### config.mk
export PLATFORM = sky130hd
export DESIGN_NAME = opsel_regfile
export DESIGN_NICKNAME = d
export VERILOG_FILES = /design/src/rtl/rf_pkg.sv /design/src/rtl/rf_src_mux.sv /design/src/rtl/rf_wr_decode.sv /design/src/rtl/rf_cell.sv /design/src/rtl/opsel_regfile.sv
export SDC_FILE = /design/constraint.sdc
export NUM_CORES = 1
export LEC_CHECK = 0
export ABC_AREA = 1
export BUFFER_PORTS_ARGS = -buffer_cell sky130_fd_sc_hd__buf_2
export CAP_MARGIN = 20
export CORE_UTILIZATION = 29
export DETAILED_ROUTE_END_ITERATION = 12
export SETUP_SLACK_MARGIN = 0.4
export SYNTH_ARGS = -nofsm -noshare
export SYNTH_HDL_FRONTEND = slang
export SYNTH_SLANG_ARGS = --single-unit
### constraint.sdc
create_clock -name clk -period 2.23 [get_ports clk]
set_input_delay 0.3345 -clock clk [delete_from_list [all_inputs] [get_ports clk]]
set_output_delay 0.3345 -clock clk [all_outputs]
set_load 0.03 [all_outputs]
### src/rtl/rf_pkg.sv
package rf_pkg;

    localparam int RF_DW     = 12;
    localparam int RF_NREGS  = 8;
    localparam int RF_IDXW   = $clog2(RF_NREGS);
    localparam int RF_OPW    = 4;

    localparam logic [RF_OPW-1:0] OP_LOAD_PC  = 4'b1000;
    localparam logic [RF_OPW-1:0] OP_LOAD_IMM = 4'b1001;

    typedef enum logic [1:0] {
        SRC_ALU = 2'd0,
        SRC_PC  = 2'd1,
        SRC_IMM = 2'd2
    } wsrc_e;

    function automatic wsrc_e classify_op(input logic [RF_OPW-1:0] op);
        wsrc_e s;
        unique case (op)
            OP_LOAD_PC:  s = SRC_PC;
            OP_LOAD_IMM: s = SRC_IMM;
            default:     s = SRC_ALU;
        endcase
        return s;
    endfunction

endpackage

### src/rtl/rf_src_mux.sv
module rf_src_mux
    import rf_pkg::*;
#(
    parameter int DW  = RF_DW,
    parameter int OPW = RF_OPW
) (
    input  logic [OPW-1:0] opcode,
    input  logic [DW-1:0]  alu_res,
    input  logic [DW-1:0]  pc_val,
    input  logic [DW-1:0]  imm_val,
    output logic [DW-1:0]  wdata
);

    wsrc_e src;

    always_comb begin
        src = classify_op(opcode);
    end

    always_comb begin
        unique case (src)
            SRC_PC:  wdata = pc_val;
            SRC_IMM: wdata = imm_val;
            default: wdata = alu_res;
        endcase
    end

endmodule

### src/rtl/rf_wr_decode.sv
module rf_wr_decode #(
    parameter int NREGS = 8,
    localparam int IDXW = $clog2(NREGS)
) (
    input  logic             clk,
    input  logic             rst,
    input  logic             wr_en,
    input  logic [IDXW-1:0]  wr_idx,
    output logic [NREGS-1:0] we_vec
);

    always_comb begin
        we_vec = '0;
        for (int i = 0; i < NREGS; i++) begin
            if (wr_en && (wr_idx == IDXW'(i)))
                we_vec[i] = 1'b1;
        end
    end

    // at most one entry strobed, exactly one when enabled
    a_r6_single_strobe: assert property (@(posedge clk) disable iff (rst)
        $onehot0(we_vec));
    a_r2_strobe_on_enable: assert property (@(posedge clk) disable iff (rst)
        wr_en |-> ($countones(we_vec) == 1));

endmodule

### src/rtl/rf_cell.sv
module rf_cell #(
    parameter int DW = 12
) (
    input  logic          clk,
    input  logic          rst,
    input  logic          we,
    input  logic [DW-1:0] d,
    output logic [DW-1:0] q
);

    always_ff @(posedge clk) begin
        if (rst)
            q <= '0;
        else if (we)
            q <= d;
    end

    // reset clears the cell even with a strobe present
    a_r8_reset_wins: assert property (@(posedge clk)
        rst |=> (q == '0));
    // an unstrobed cell keeps its contents
    a_r6_cell_holds: assert property (@(posedge clk) disable iff (rst)
        !we |=> $stable(q));

endmodule

### src/rtl/opsel_regfile.sv
module opsel_regfile
    import rf_pkg::*;
#(
    parameter int DW    = RF_DW,
    parameter int NREGS = RF_NREGS,
    parameter int OPW   = RF_OPW,
    localparam int IDXW = $clog2(NREGS)
) (
    input  logic                clk,
    input  logic                rst,
    input  logic                wr_en,
    input  logic [IDXW-1:0]     wr_idx,
    input  logic [OPW-1:0]      opcode,
    input  logic [DW-1:0]       alu_res,
    input  logic [DW-1:0]       pc_val,
    input  logic [DW-1:0]       imm_val,
    output logic [NREGS*DW-1:0] regs_o
);

    logic [DW-1:0]    wdata;
    logic [NREGS-1:0] we_vec;
    logic [DW-1:0]    q_arr [NREGS];

    rf_src_mux #(.DW(DW), .OPW(OPW)) u_src (
        .opcode  (opcode),
        .alu_res (alu_res),
        .pc_val  (pc_val),
        .imm_val (imm_val),
        .wdata   (wdata)
    );

    rf_wr_decode #(.NREGS(NREGS)) u_dec (
        .clk    (clk),
        .rst    (rst),
        .wr_en  (wr_en),
        .wr_idx (wr_idx),
        .we_vec (we_vec)
    );

    for (genvar g = 0; g < NREGS; g++) begin : g_cell
        rf_cell #(.DW(DW)) u_cell (
            .clk (clk),
            .rst (rst),
            .we  (we_vec[g]),
            .d   (wdata),
            .q   (q_arr[g])
        );
        // register g on its own fixed slice
        assign regs_o[g*DW +: DW] = q_arr[g];
    end

    // load-immediate opcode stores the immediate
    a_r3_imm_written: assert property (@(posedge clk) disable iff (rst)
        (wr_en && opcode == OP_LOAD_IMM) |=> (q_arr[$past(wr_idx)] == $past(imm_val)));
    // read-pc opcode stores the program counter
    a_r4_pc_written: assert property (@(posedge clk) disable iff (rst)
        (wr_en && opcode == OP_LOAD_PC) |=> (q_arr[$past(wr_idx)] == $past(pc_val)));
    // all other opcodes store the ALU result
    a_r5_alu_written: assert property (@(posedge clk) disable iff (rst)
        (wr_en && opcode != OP_LOAD_PC && opcode != OP_LOAD_IMM)
            |=> (q_arr[$past(wr_idx)] == $past(alu_res)));
    // no enable, no change anywhere in the bank
    a_r7_idle_stable: assert property (@(posedge clk) disable iff (rst)
        !wr_en |=> $stable(regs_o));

endmodule

* Word-level counts from Yosys, hierarchy flattened
Index checks and enable logic that the tools add are counted.
** Operators by class
- Equal/unequal tests :: 11
- Mux-type cells :: 10
- Reduce and logical (&&, ||, !) cells :: 9
** Operators by type and width (count)
- 12-bit case mux with 2 select lines :: 1
- 3-bit equality test (second input constant) :: 4
- 4-bit equality test (second input constant) :: 2
- 1-bit logical AND :: 8
- 1-bit two-way mux :: 8
- 3-bit by 2-bit equality test with 1-bit output (second input constant) :: 2
- 2-bit case mux with 2 select lines :: 1
- 3-bit by 1-bit equality test with 1-bit output (second input constant) :: 1
- 3-bit zero test :: 1
- 2-bit by 1-bit equality test with 1-bit output (second input constant) :: 1
- 2-bit equality test (second input constant) :: 1
** Storage, ports and cells
- Flip-flop bits (word level) :: 96
- Logic and storage cells :: 38

* Logic depth before layout (Yosys ltp)
Gate-level depths: netlist (run 1).
- Depth in word-level cells :: 4
- Gate-level depth with buffers :: 10
- Gate-level depth less buffers :: 9

* By module
Synthesis (run 1) repeated with hierarchy kept, for this count alone.
** Second synthesis, totals
- Cell total of the unflattened synthesis :: 713
- Area total of the unflattened synthesis :: 4416.7 um^2
** By module, submodules not included
- rf_cell :: instances 8, area an instance 496.7 um^2, cells each 76
- rf_src_mux :: instances 1, area an instance 379.1 um^2, cells each 88
- rf_wr_decode :: instances 1, area an instance 63.8 um^2, cells each 17

* Worst setup path before layout (run 1)
OpenSTA, ideal clock, no wires.
- Kind :: input-to-reg
- Start point :: in opcode[3]
- End point :: reg g_cell[7].u_cell.q[10]
- Arrival :: 1.532 ns
- Path slack :: 0.581 ns
- Library setup time :: 0.117 ns
- Stages :: 9
- Cells stage by stage :: inv_1 nor2_1 nand3_1 ha_1 inv_1 buf_2 nand3_1 a21oi_1 nor2_1
** Between the ends
- Word-level cells in the longest chain between the ends :: 4
** RTL lines
- start, declared :: RTL line opsel_regfile.sv:13 : input logic [OPW-1:0] opcode,
- 4-bit equality test :: RTL line rf_pkg.sv:19 : unique case (op)
- 2-bit case mux with 2 select lines * :: RTL line rf_pkg.sv:19
- 2-bit equality test or 2-bit by 1-bit equality test with 1-bit output (tied branches) :: RTL line rf_src_mux.sv:21 : unique case (src)
- 12-bit case mux with 2 select lines * :: RTL line rf_src_mux.sv:21
- end signal, assigned :: RTL line rf_cell.sv:13 : q <= '0;
- end signal, assigned :: RTL line rf_cell.sv:15 : q <= d;
- end, declared :: RTL line rf_cell.sv:8 : output logic [DW-1:0] q
Mark *: on every way between the ends. The rest lies on a longest branch, timed or not.
A chain may end at the register's enable or synchronous reset.

* Worst setup path after layout (run 1)
- Start point :: in opcode[2]
- End point :: reg g_cell[6].u_cell.q[1]
** Between the ends
- Word-level cells in the longest chain between the ends :: 4
** RTL lines (RTL line)
- 4-bit equality test :: rf_pkg.sv:19
- 2-bit case mux with 2 select lines * :: rf_pkg.sv:19
- 2-bit equality test or 2-bit by 1-bit equality test with 1-bit output (tied branches) :: rf_src_mux.sv:21
- 12-bit case mux with 2 select lines * :: rf_src_mux.sv:21
- end signal, assigned :: rf_cell.sv:13
- end signal, assigned :: rf_cell.sv:15
- end, declared :: rf_cell.sv:8
Marked as above.

==> results.md, run 1 <==
- Data arrival time of the worst path: 1.94 ns
- Power density over the cells: 693 nW/um2
- Crit path max fanout: 12
- P_sw: between 1000 and 1500 uW
- Antenna diodes: 0
- DR vias/cell: ~4.4
- Top reg by flops: g_cell.u_cell.q
- R2R setup slack: ~1.5 ns
- Leakage: 0.00302 uW
- Crit path cell chain: buf_2 -> nor2_1 -> nand3_1 -> ha_1 -> buf_4 -> nand2_1 -> a21oi_1 -> nor2_1
- Post-synth cell types: 15
- Cell mode on critical path: nor2_1
- Num CTS Buffers: 9
- CP Class: input port to flop
- Pin count of the biggest net entering global routing: 55
- Worst-Skew Late Latency: about 0.34 ns
- IO Pins: between 100 and 150
- Actual slew at the worst max-slew pin: ~0.54 ns
- Mapped cell area: roughly 4300 um2
- Min-delay worst type: input port to flop
- FF-to-FF End: g_cell[4].u_cell.q[3]$_SDFFE_PP0P_
- Share of cells above drive strength 1: 22.2%
- Post-Route WL: between 15000 and 20000 um
- Synthesized instance count: slightly below 700
- Place WS: around 0.098 ns
- GP Congestion: around 0.8
- First-pass GRT wire length: between 20000 and 25000 um
- Commonest non-fill, non-tap cells in the layout: nand2_1, buf_2, inv_1
- Core area: roughly 15000 um2
- Chip Height: between 100 and 150 um
- Status: complete, no violations
- Number of port buffers: around 140
- DRT met1 WL: just over 7000 um
- MaxCap Viol Count: 0
- Switch share: roughly 29%
- Biggest regs: g_cell.u_cell.q (96)
- DR iter-0 viols: roughly 280
- Post-synthesis sequential area ratio: 44.5%
- DRC: 0
- GRT overflow: 0
- Final number of hold-violating endpoints: 0
- Internal: between 2000 and 3000 uW
- Clock buffer depth: 2
- Hold Crit Start: rst
- Critical-path top delay cell: ha_1
- Logic gate share of total power: around 15%
- Full die area: about 15000 um2
- Critical Path RT: 2.46 ns
- Setup TNS: 0 ns
- Clk pwr share: roughly 37%
- Hold_buf cts: 0
- WP depth: 8
- Mean Syn Cell Area: 6.40 um2
- Relative slew slack: 63.7%
- Final setup vio count: 0
- Antenna Nets Post-Route: 0
- Root Buffer: clkbuf_16
- Max layer used: met4
- Largest register FFs: 96
- Worst hold path endpoint: g_cell[0].u_cell.q[8]$_SDFFE_PP0P_
- VDD IR max: 0.389 mV
- Tcrit/Tclk final: 76.7%
- Layout fillers: approximately 1600
- Clock Sinks: 96
- Final Core Density: 37.9%
- Unrepaired setup endpoints after global routing: no
- Hold depth: 4
- Antenna violations before repair: 0
- Worst R2R Path Depth: 4
- Worst stage delay on the critical path: approximately 0.35 ns
- Met2 wire len: between 6000 and 7000 um
- CP Capture Type: flop
- Detailed placement HPWL: a little over 10000 um
- Worst Path Buf+Inv: 2
- H-tree depth: 3
- Crit start category: input port
- R2R Path Start: g_cell[4].u_cell.q[3]$_SDFFE_PP0P_
- Nets: 860
- CTS tree: built
- Placement row count: between 40 and 50
- Setup Skew: 0 ns
- Die width: roughly 120 um
- Synth Net Count: around 720
- Post-route minimum period: roughly 1.7 ns
- Clk pin slew, worst setup/hold paths: roughly 0.070 ns
- Reg power frac: 47.6%
- Vias: 4370
- Initial Utilization: about 30%
- Total track usage: around 20%
- #FFs+latches synth: 96
- Most common cell after layout, fill and taps aside: nand2_1
- Final Slew Violations: 0
- Max frequency: 585 MHz
- PnR worst setup slack: approximately 0.52 ns
- Area Overhead vs Synth: 27.5%
- YS warnings: 0
- Routed length on met3: 1060 um
- Vias in the first global route: 3979
- Cell family with most CP delay: simple AND/OR/NAND/NOR gates
- Pre-antenna DRT Iters: 5
- DR WL/cell: roughly 15 um
-- power groups by stage --
stage / clock [uW] / sequential (uW) / combinational (uW)
after floorplan: 0 / 1970 / 235
after global placement: 0 / 1850 / 577
after CTS: 1430 / 1810 / 581
after detailed placement: 0 / 1850 / 578
final: 1420 / 1810 / 581
after global routing: 1510 / 1820 / 633
-- Yosys cell counts --
library cell / count / area share (%)
a21oi_1: 96 / 11
buf_2: 22 / 2.6
clkbuf_1: 8 / 0.70
clkinv_1: 1 / 0.087
dfxtp_1: 96 / 45
ha_1: 2 / 0.58
inv_1: 106 / 9.2
inv_2: 1 / 0.087
nand2_1: 209 / 18
nand2_2: 5 / 0.72
nand3_1: 13 / 1.5
nor2_1: 99 / 8.6
nor2_2: 3 / 0.43
nor2_4: 1 / 0.26
o21ai_0: 12 / 1.4
-- what timing repair did --
item,in CTS,in global routing
endpoints found under the hold margin,0,0
gates resized for setup,0,1
setup buffers,0,0
setup endpoints to repair,0,27
-- layout make-up --
cell class	count	area (um2)	share of cell area, %
Clock buffer	12	236	4.30
Clock inverter	3	20.0	0.364
Inverter	108	409	7.43
Multi-Input combinational cell	440	1850	33.6
Sequential cell	96	1920	34.9
Tap cell	184	230	4.18
Timing Repair Buffer	157	838	15.2
-- per-layer routing --
| layer | vias up | GRT usage, % |
|---|---|---|
| met3 | 20 | 4.03 |
| li1 | 2312 | - |
| met1 | 1872 | 28.5 |
| met5 | - | 0 |
| met4 | 0 | 6.10 |
| met2 | 166 | 31.0 |
-- kinds of logic (layout without fill, tap and decap cells) --
| family | Yosys count | in the layout | synth area share, % |
|---|---|---|---|
| DFF | 96 | 96 | 44.5 |
| and+or+nand+nor | 330 | 330 | 29.7 |
| adders and majority gates | 2 | 2 | 0.580 |
| buffers and inverters | 138 | 280 | 12.6 |
| AOI/OAI and AO/OA | 108 | 108 | 12.5 |
-- tightest hold or removal path, delay by kind of cell --
kind	cells	cell delay [ns]
buffers and inverters	2	0.18
and+or+nand+nor	2	0.12
-- worst max-delay path by stage --
stage | from | end | slack [ns]
after floorplan | opcode[3] | g_cell[7].u_cell.q[10]$_SDFFE_PP0P_ | 0.58
after global placement | opcode[2] | g_cell[4].u_cell.q[9]$_SDFFE_PP0P_ | 0.16
after detailed placement | opcode[2] | g_cell[4].u_cell.q[9]$_SDFFE_PP0P_ | 0.1
after CTS | opcode[2] | g_cell[4].u_cell.q[9]$_SDFFE_PP0P_ | 0.47
after global routing | opcode[3] | g_cell[6].u_cell.q[1]$_SDFFE_PP0P_ | 0.41
final | opcode[2] | g_cell[6].u_cell.q[1]$_SDFFE_PP0P_ | 0.52
-- through the flow --
step                      power, uW  instances  hold WS [ns]  instance area (um2)
after CTS                      3820       1000         0.328                 5500
after floorplan                2200        674         0.617                 4320
after global routing           3960       1000         0.332                 5500
after detailed placement       2430        985         0.503                 5240
after global placement         2430        985         0.501                 5240
final                          3810       1000         0.330                 5500
(Power assumes the default switching activity.)
==> inputs of run 2 (changes only) <==
==> constraint.sdc (replaced) <==
create_clock -name clk -period 1.4 [get_ports clk]
set_input_delay 0.21 -clock clk [delete_from_list [all_inputs] [get_ports clk]]
set_output_delay 0.21 -clock clk [all_outputs]
set_load 0.03 [all_outputs]
==> run 2 against run 1 <==
Against the previous run: total power is 75% higher; via count is 5.1% higher; setup slack worse by 0.36 ns; clock skew stayed put; combinational power is 130% higher; sequential share of layout area is 7.0 points lower; core utilization is 12 points higher; sequential power is 62% higher; final cell count is 2.9% higher; clock power is 72% higher; critical path type unchanged; critical endpoint is now g_cell[5].u_cell.q[8]$_SDFFE_PP0P_; largest cell class is now multi-input gates; largest power group unchanged; highest routed layer unchanged.
==> results.md, run 2 (synthesis gave the netlist of run 1 again) <==
- Antenna violations before repair: 0
- Largest register FFs: 96
- Worst-Skew Late Latency: 0.34 ns
- Status: complete, no violations
- Post-route minimum period: around 1.2 ns
- R2R setup slack: about 0.61 ns
- Pin count of the biggest net entering global routing: 39
- Detailed placement HPWL: approximately 11000 um
- Critical-path top delay cell: ha_4
- Relative slew slack: between 60% and 70%
- Crit start category: input port
- Placement row count: 44
- Cell mode on critical path: buf_6
- Critical Path RT: approximately 1.6 ns
- Area Overhead vs Synth: 69.4%
- Data arrival time of the worst path: ~1.5 ns
- Antenna Nets Post-Route: 0
- Final Core Density: between 50% and 60%
- Initial Utilization: between 20% and 30%
- Final Non-Filler Cells: about 1000
- Top reg by flops: g_cell.u_cell.q
- Num CTS Buffers: 9
- Commonest non-fill, non-tap cells in the layout: nand2_1, buf_6, inv_1
- Inst Count DP: roughly 1000
- Layout fillers: between 1000 and 1500
- Crit path max fanout: 8
- First-pass GRT wire length: 23400 um
- Vias in the first global route: 4435
- Tcrit/Tclk final: about nine tenths
- DR WL/cell: ~15 um
- Post-Route WL: between 15000 and 20000 um
- Clock Sinks: 96
- Max frequency: 806 MHz
- GRT overflow: 0
- Nets: 888
- Share of cells above drive strength 1: between 50% and 60%
- IO Pins: between 100 and 150
- Final Cell Area: approximately 7300 um2
- H-tree depth: 3
- Root Buffer: clkbuf_16
- Crit path cell chain: buf_6 -> nor2_4 -> nand3_2 -> ha_4 -> buf_8 -> buf_6 -> nand2_8 -> a21oi_2 -> nor2_1
- Die width: about 120 um
- CTS tree: built
- Final Slew Violations: 0
- Vias: about 4600
- DR vias/cell: ~4.5
- Worst stage delay on the critical path: 0.34 ns
- Clk pin slew, worst setup/hold paths: approximately 0.060 ns
- Setup Skew: 0 ns
- Core area: 14500 um2
- DRC: 0
- MaxCap Viol Count: 0
- CP Class: input port to flop
- DR iter-0 viols: ~200
- CP Capture Type: flop
- Total track usage: about a fifth
- Biggest regs: g_cell.u_cell.q (96)
- Min-delay worst type: input port to flop
- Hold_buf cts: 0
- Most common cell after layout, fill and taps aside: nand2_1
- GP Congestion: approximately 0.8
- Pre-antenna DRT Iters: 4
- Clock buffer depth: 2
- Actual slew at the worst max-slew pin: around 0.60 ns
- Final number of hold-violating endpoints: 0
- Unrepaired setup endpoints after global routing: yes
- Chip Height: 124 um
- Final setup vio count: 0
- Full die area: ~15000 um2
- Power density over the cells: a little over 900 nW/um2
- Number of port buffers: around 140
- Leakage: ~0.0034 uW
- VDD IR max: about 0.55 mV
- DP Area: 5660 um2
## run 2: cell types whose count changed in the layout (fill, tap and decap cells not counted), sizes merged
cell      previous run  this run
buf                157       185
clkinvlp             3         0
clkinv               1         3
bufinv               0         1
clkbuf              12        11
diode                0         1
inv                107       108
## run 2: timing repair
| action | CTS | global route |
|---|---|---|
| gates resized for setup | 382 | 28 |
| setup buffers | 7 | 9 |
| pin swaps | 10 | 13 |
| endpoints found under the setup margin | 192 | 192 |
## run 2: where the power goes
part | internal, uW | total [uW] | switching (uW)
clock network | 1410 | 2440 | 1030
registers | 2850 | 2930 | 80.9
logic | 507 | 1310 | 808
## run 2: cell type report
| class | count | area (um2) | share of cell area, % |
|---|---|---|---|
| antenna | 1 | 2.50 | 0.0342 |
| clock buffer | 11 | 243 | 3.32 |
| clock inverter | 4 | 45.0 | 0.616 |
| inverter | 108 | 415 | 5.68 |
| multi-input combinational | 440 | 2550 | 34.8 |
| sequential | 96 | 2040 | 27.9 |
| tap | 184 | 230 | 3.15 |
| timing repair buffer | 185 | 1790 | 24.4 |
## run 2: final timing paths
| kind | from | endpoint | depth (start not counted) |
|---|---|---|---|
| setup / recovery | opcode[2] | g_cell[5].u_cell.q[8]$_SDFFE_PP0P_ | 9 |
| hold / removal | alu_res[1] | g_cell[4].u_cell.q[1]$_SDFFE_PP0P_ | 5 |
| hold reg to reg | g_cell[2].u_cell.q[5]$_SDFFE_PP0P_ | g_cell[2].u_cell.q[5]$_SDFFE_PP0P_ | 4 |
| setup reg to reg | g_cell[7].u_cell.q[7]$_SDFFE_PP0P_ | g_cell[7].u_cell.q[7]$_SDFFE_PP0P_ | 3 |
## run 2: through the flow
| stage | total power (uW) | hold slack, ns | setup WS (ns) | TNS, ns |
|---|---|---|---|---|
| 2_1_floorplan | 3570 | 0.492 | 0.120 | 0 |
| 3_3_place_gp | 3960 | 0.503 | -0.246 | -16.43 |
| 3_5_place_dp | 3970 | 0.502 | -0.254 | -18.25 |
| 4_1_cts | 6670 | 0.249 | 0.151 | 0 |
| 5_1_grt | 6960 | 0.292 | 0.117 | 0 |
| 6_report | 6690 | 0.263 | 0.160 | 0 |
## run 2: routing by layer
metal | GRT usage [%] | part of all wire (%)
met4 | 7.29 | 1.8
met5 | 0 | 0
met3 | 4.90 | 6.6
met2 | 37.2 | 51
met1 | 24.5 | 40
## run 2: worst max-delay path: cells and delay by family
kind / cells / cell delay (ns)
compound gates: 1 / 0.17
buf+inv: 3 / 0.37
simple gates: 4 / 0.37
fa+ha+maj: 1 / 0.34
==> inputs of run 3 (changes only) <==
--- a/config.mk
+++ b/config.mk
@@ -5,12 +5,12 @@
 export SDC_FILE = /design/constraint.sdc
 export NUM_CORES = 1
 export LEC_CHECK = 0
-export ABC_AREA = 1
 export BUFFER_PORTS_ARGS = -buffer_cell sky130_fd_sc_hd__buf_2
 export CAP_MARGIN = 20
 export CORE_UTILIZATION = 29
 export DETAILED_ROUTE_END_ITERATION = 12
 export SETUP_SLACK_MARGIN = 0.4
+export SKIP_LAST_GASP = 1
 export SYNTH_ARGS = -nofsm -noshare
 export SYNTH_HDL_FRONTEND = slang
 export SYNTH_SLANG_ARGS = --single-unit
==> constraint.sdc (replaced) <==
create_clock -name clk -period 1.4 [get_ports clk]
set_input_delay 0.14 -clock clk [delete_from_list [all_inputs] [get_ports clk]]
set_output_delay 0.14 -clock clk [all_outputs]
set_load 0.03 [all_outputs]
==> run 3 against run 2 <==
Against the previous run: the run now ends with negative setup slack left; largest cell class is now flip-flops and latches; total power is 8.9% lower; combinational power is 32% lower; fmax is 16% lower; global-route usage is 0.81 points lower; sequential power is 3% lower; critical path type unchanged; setup slack worse by 0.23 ns; final area is 14% lower; final cell count is 23% lower; sequential share of layout area is 4.6 points higher; largest power group unchanged; clock power is 4% lower.
==> results.md, run 3 <==
- Status: finished with violations
- Failing checks: negative setup slack
- Worst hold path endpoint: g_cell[4].u_cell.q[0]$_SDFFE_PP0P_
- GP Congestion: around 0.81
- Setup Skew: 0 ns
- Largest register FFs: 96
- Antenna diodes: 0
- Antenna violations before repair: 0
- DR iter-0 viols: roughly 280
- Post-synthesis sequential area ratio: about half
- PnR worst setup slack: -0.0677 ns
- Detailed placement HPWL: 9730 um
- Worst-Skew Late Latency: about 0.34 ns
- Min-delay worst type: input port to flop
- Area Overhead vs Synth: 61.9%
- IO Pins: 142
- Max frequency: 681 MHz
- Final Cell Area: roughly 6300 um2
- Synth Net Count: 526
- Synth cell count leaders: nand2_1, a21oi_1, dfxtp_1, nand3_1, clkbuf_1
- Final Power: between 6000 and 7000 uW
- CP Capture Type: flop
- Initial Utilization: 30.3%
- Cell mode on critical path: buf_6
- Placement row count: slightly above 40
- DR vias/cell: around 5.1
- Top reg by flops: g_cell.u_cell.q
- CP Class: input port to flop
- R2R setup slack: a little under 0.7 ns
- Num CTS Buffers: 9
- Die width: 118 um
- Synthesized instance count: roughly 480
- Full die area: about 14000 um2
- Clk pin slew, worst setup/hold paths: around 0.070 ns
- MaxCap Viol Count: 0
- R2R Path Start: g_cell[0].u_cell.q[4]$_SDFFE_PP0P_
- Async SR Flop Fraction: 0%
- #FFs+latches synth: 96
- DP Area: between 4000 and 5000 um2
- First-pass GRT wire length: between 20000 and 25000 um
- Pin count of the biggest net entering global routing: a little under 100
- CTS tree: built
- Final number of hold-violating endpoints: 0
- Vias in the first global route: between 3000 and 4000
- Hold_buf cts: 0
- FF-to-FF End: g_cell[0].u_cell.q[4]$_SDFFE_PP0P_
- DRC: 0
- Leakage: approximately 0.0024 uW
- Data arrival time of the worst path: approximately 1.7 ns
- YS warnings: 0
- Final Slew Violations: 0
- GRT overflow: 0
- Clock Sinks: 96
- Final setup vio count: between 50 and 60
- Number of port buffers: 141
- Worst stage delay on the critical path: between 0.4 and 0.5 ns
- Main area contributors after synthesis: dfxtp_1, a21oi_1, nand3_1
- Mean Syn Cell Area: between 8 and 9 um2
- Vias: a little over 4000
- VDD IR max: approximately 0.48 mV
- Crit path cell chain: buf_6 -> nor3b_4 -> nor2b_4 -> buf_6 -> ha_4 -> buf_6 -> a221o_4 -> nand3_1 -> a21oi_1
- Share of cells above drive strength 1: between 50% and 60%
- Hold Crit Start: alu_res[0]
- Power density over the cells: 970 nW/um2
- EDFF count, synth: 0
- Crit path max fanout: 8
- Biggest regs: g_cell.u_cell.q (96)
- Post-Route WL: roughly 14000 um
- Root Buffer: clkbuf_16
- Post-synth cell types: 23
- H-tree depth: 3
- Most common cell after layout, fill and taps aside: buf_6
- Ys flop type: dfxtp_1
- Cell taking the most area after synthesis: dfxtp_1
- Unrepaired setup endpoints after global routing: yes
- Chip Height: between 100 and 150 um
- Most common cell in the netlist: nand2_1
- Mapped cell area: roughly 3900 um2
- Total track usage: 20.1%
- Hold_ws: approximately 0.26 ns
- Nets: 667
- Tcrit/Tclk final: 105%
- DR WL/cell: approximately 18 um
- Relative slew slack: between 70% and 80%
- Antenna Nets Post-Route: 0
- Critical-path top delay cell: a221o_4
- Commonest non-fill, non-tap cells in the layout: buf_6, nand2_1, a21oi_1
- Post-route minimum period: between 1 and 1.5 ns
- Critical Path RT: approximately 1.6 ns
- Core area: about 13000 um2
- Clock buffer depth: 2
- Crit start category: input port
- Pre-antenna DRT Iters: 6
- Actual slew at the worst max-slew pin: 0.433 ns
- Hold depth: 4
- Top cell type's share of synthesized area: about half
- Worst R2R Path Depth: 3
## run 3: per-stage QoR
stage          util [%]  std cells  setup slack (ns)  setup TNS (ns)
2_1_floorplan         -        478            -0.202          -15.89
3_3_place_gp       38.4        774            -0.508          -39.51
3_5_place_dp       38.4        774            -0.539          -42.44
4_1_cts            44.3        790           -0.0103         -0.0242
5_1_grt            49.0        796            -0.136           -5.77
6_report           49.0        796           -0.0677           -2.52
## run 3: logic make-up (layout without fill, tap and decap cells)
kind of cell | Yosys count | after routing | share of synthesized area (%)
compound gates | 108 | 108 | 15.5
fa+ha+maj | 2 | 2 | 0.645
buf+inv | 49 | 195 | 5.74
flops | 96 | 96 | 49.5
simple gates | 223 | 223 | 28.6
## run 3: how the worst max path moves through the flow
stage               from                                  end  slack [ns]
2_1_floorplan  opcode[2]  g_cell[2].u_cell.q[10]$_SDFFE_PP0P_       -0.20
3_3_place_gp   opcode[2]   g_cell[3].u_cell.q[2]$_SDFFE_PP0P_       -0.51
3_5_place_dp   opcode[2]   g_cell[1].u_cell.q[2]$_SDFFE_PP0P_       -0.54
4_1_cts        opcode[2]   g_cell[3].u_cell.q[2]$_SDFFE_PP0P_       -0.01
5_1_grt        opcode[2]   g_cell[3].u_cell.q[1]$_SDFFE_PP0P_       -0.14
6_report       opcode[2]   g_cell[7].u_cell.q[2]$_SDFFE_PP0P_       -0.07
## run 3: critical path: cells and delay by family
kind | cells | cell delay [ns]
AOI/OAI and AO/OA | 2 | 0.49
adders and majority gates | 1 | 0.22
buffers and inverters | 3 | 0.34
and+or+nand+nor | 3 | 0.49
## run 3: layout make-up
type | instances | area, um2
clock inverter | 7 | 56.3
fill | 1194 | 6550
multi-input combinational | 333 | 2040
timing repair buffer | 177 | 1700
inverter | 2 | 7.51
tap | 172 | 215
sequential | 96 | 2040
clock buffer | 9 | 225
## run 3: metal layers
metal | global-route usage [%] | wire (um) | part of all wire (%)
met5 | 0 | 0 | 0
met4 | 8.49 | 263 | 1.8
met3 | 6.54 | 871 | 6.1
met2 | 32.9 | 7110 | 50
met1 | 24.1 | 6020 | 42
## run 3: power breakdown
part           switching [uW]  internal (uW)
Combinational             533            356
Clock                    1130           1220
Sequential               53.5           2800
Total                    1710           4380
## run 3: what timing repair did
item | CTS | global route
pin swaps | 1 | 4
setup buffers | 0 | 6
gates resized for setup | 180 | 205
setup endpoints to repair | 192 | 174
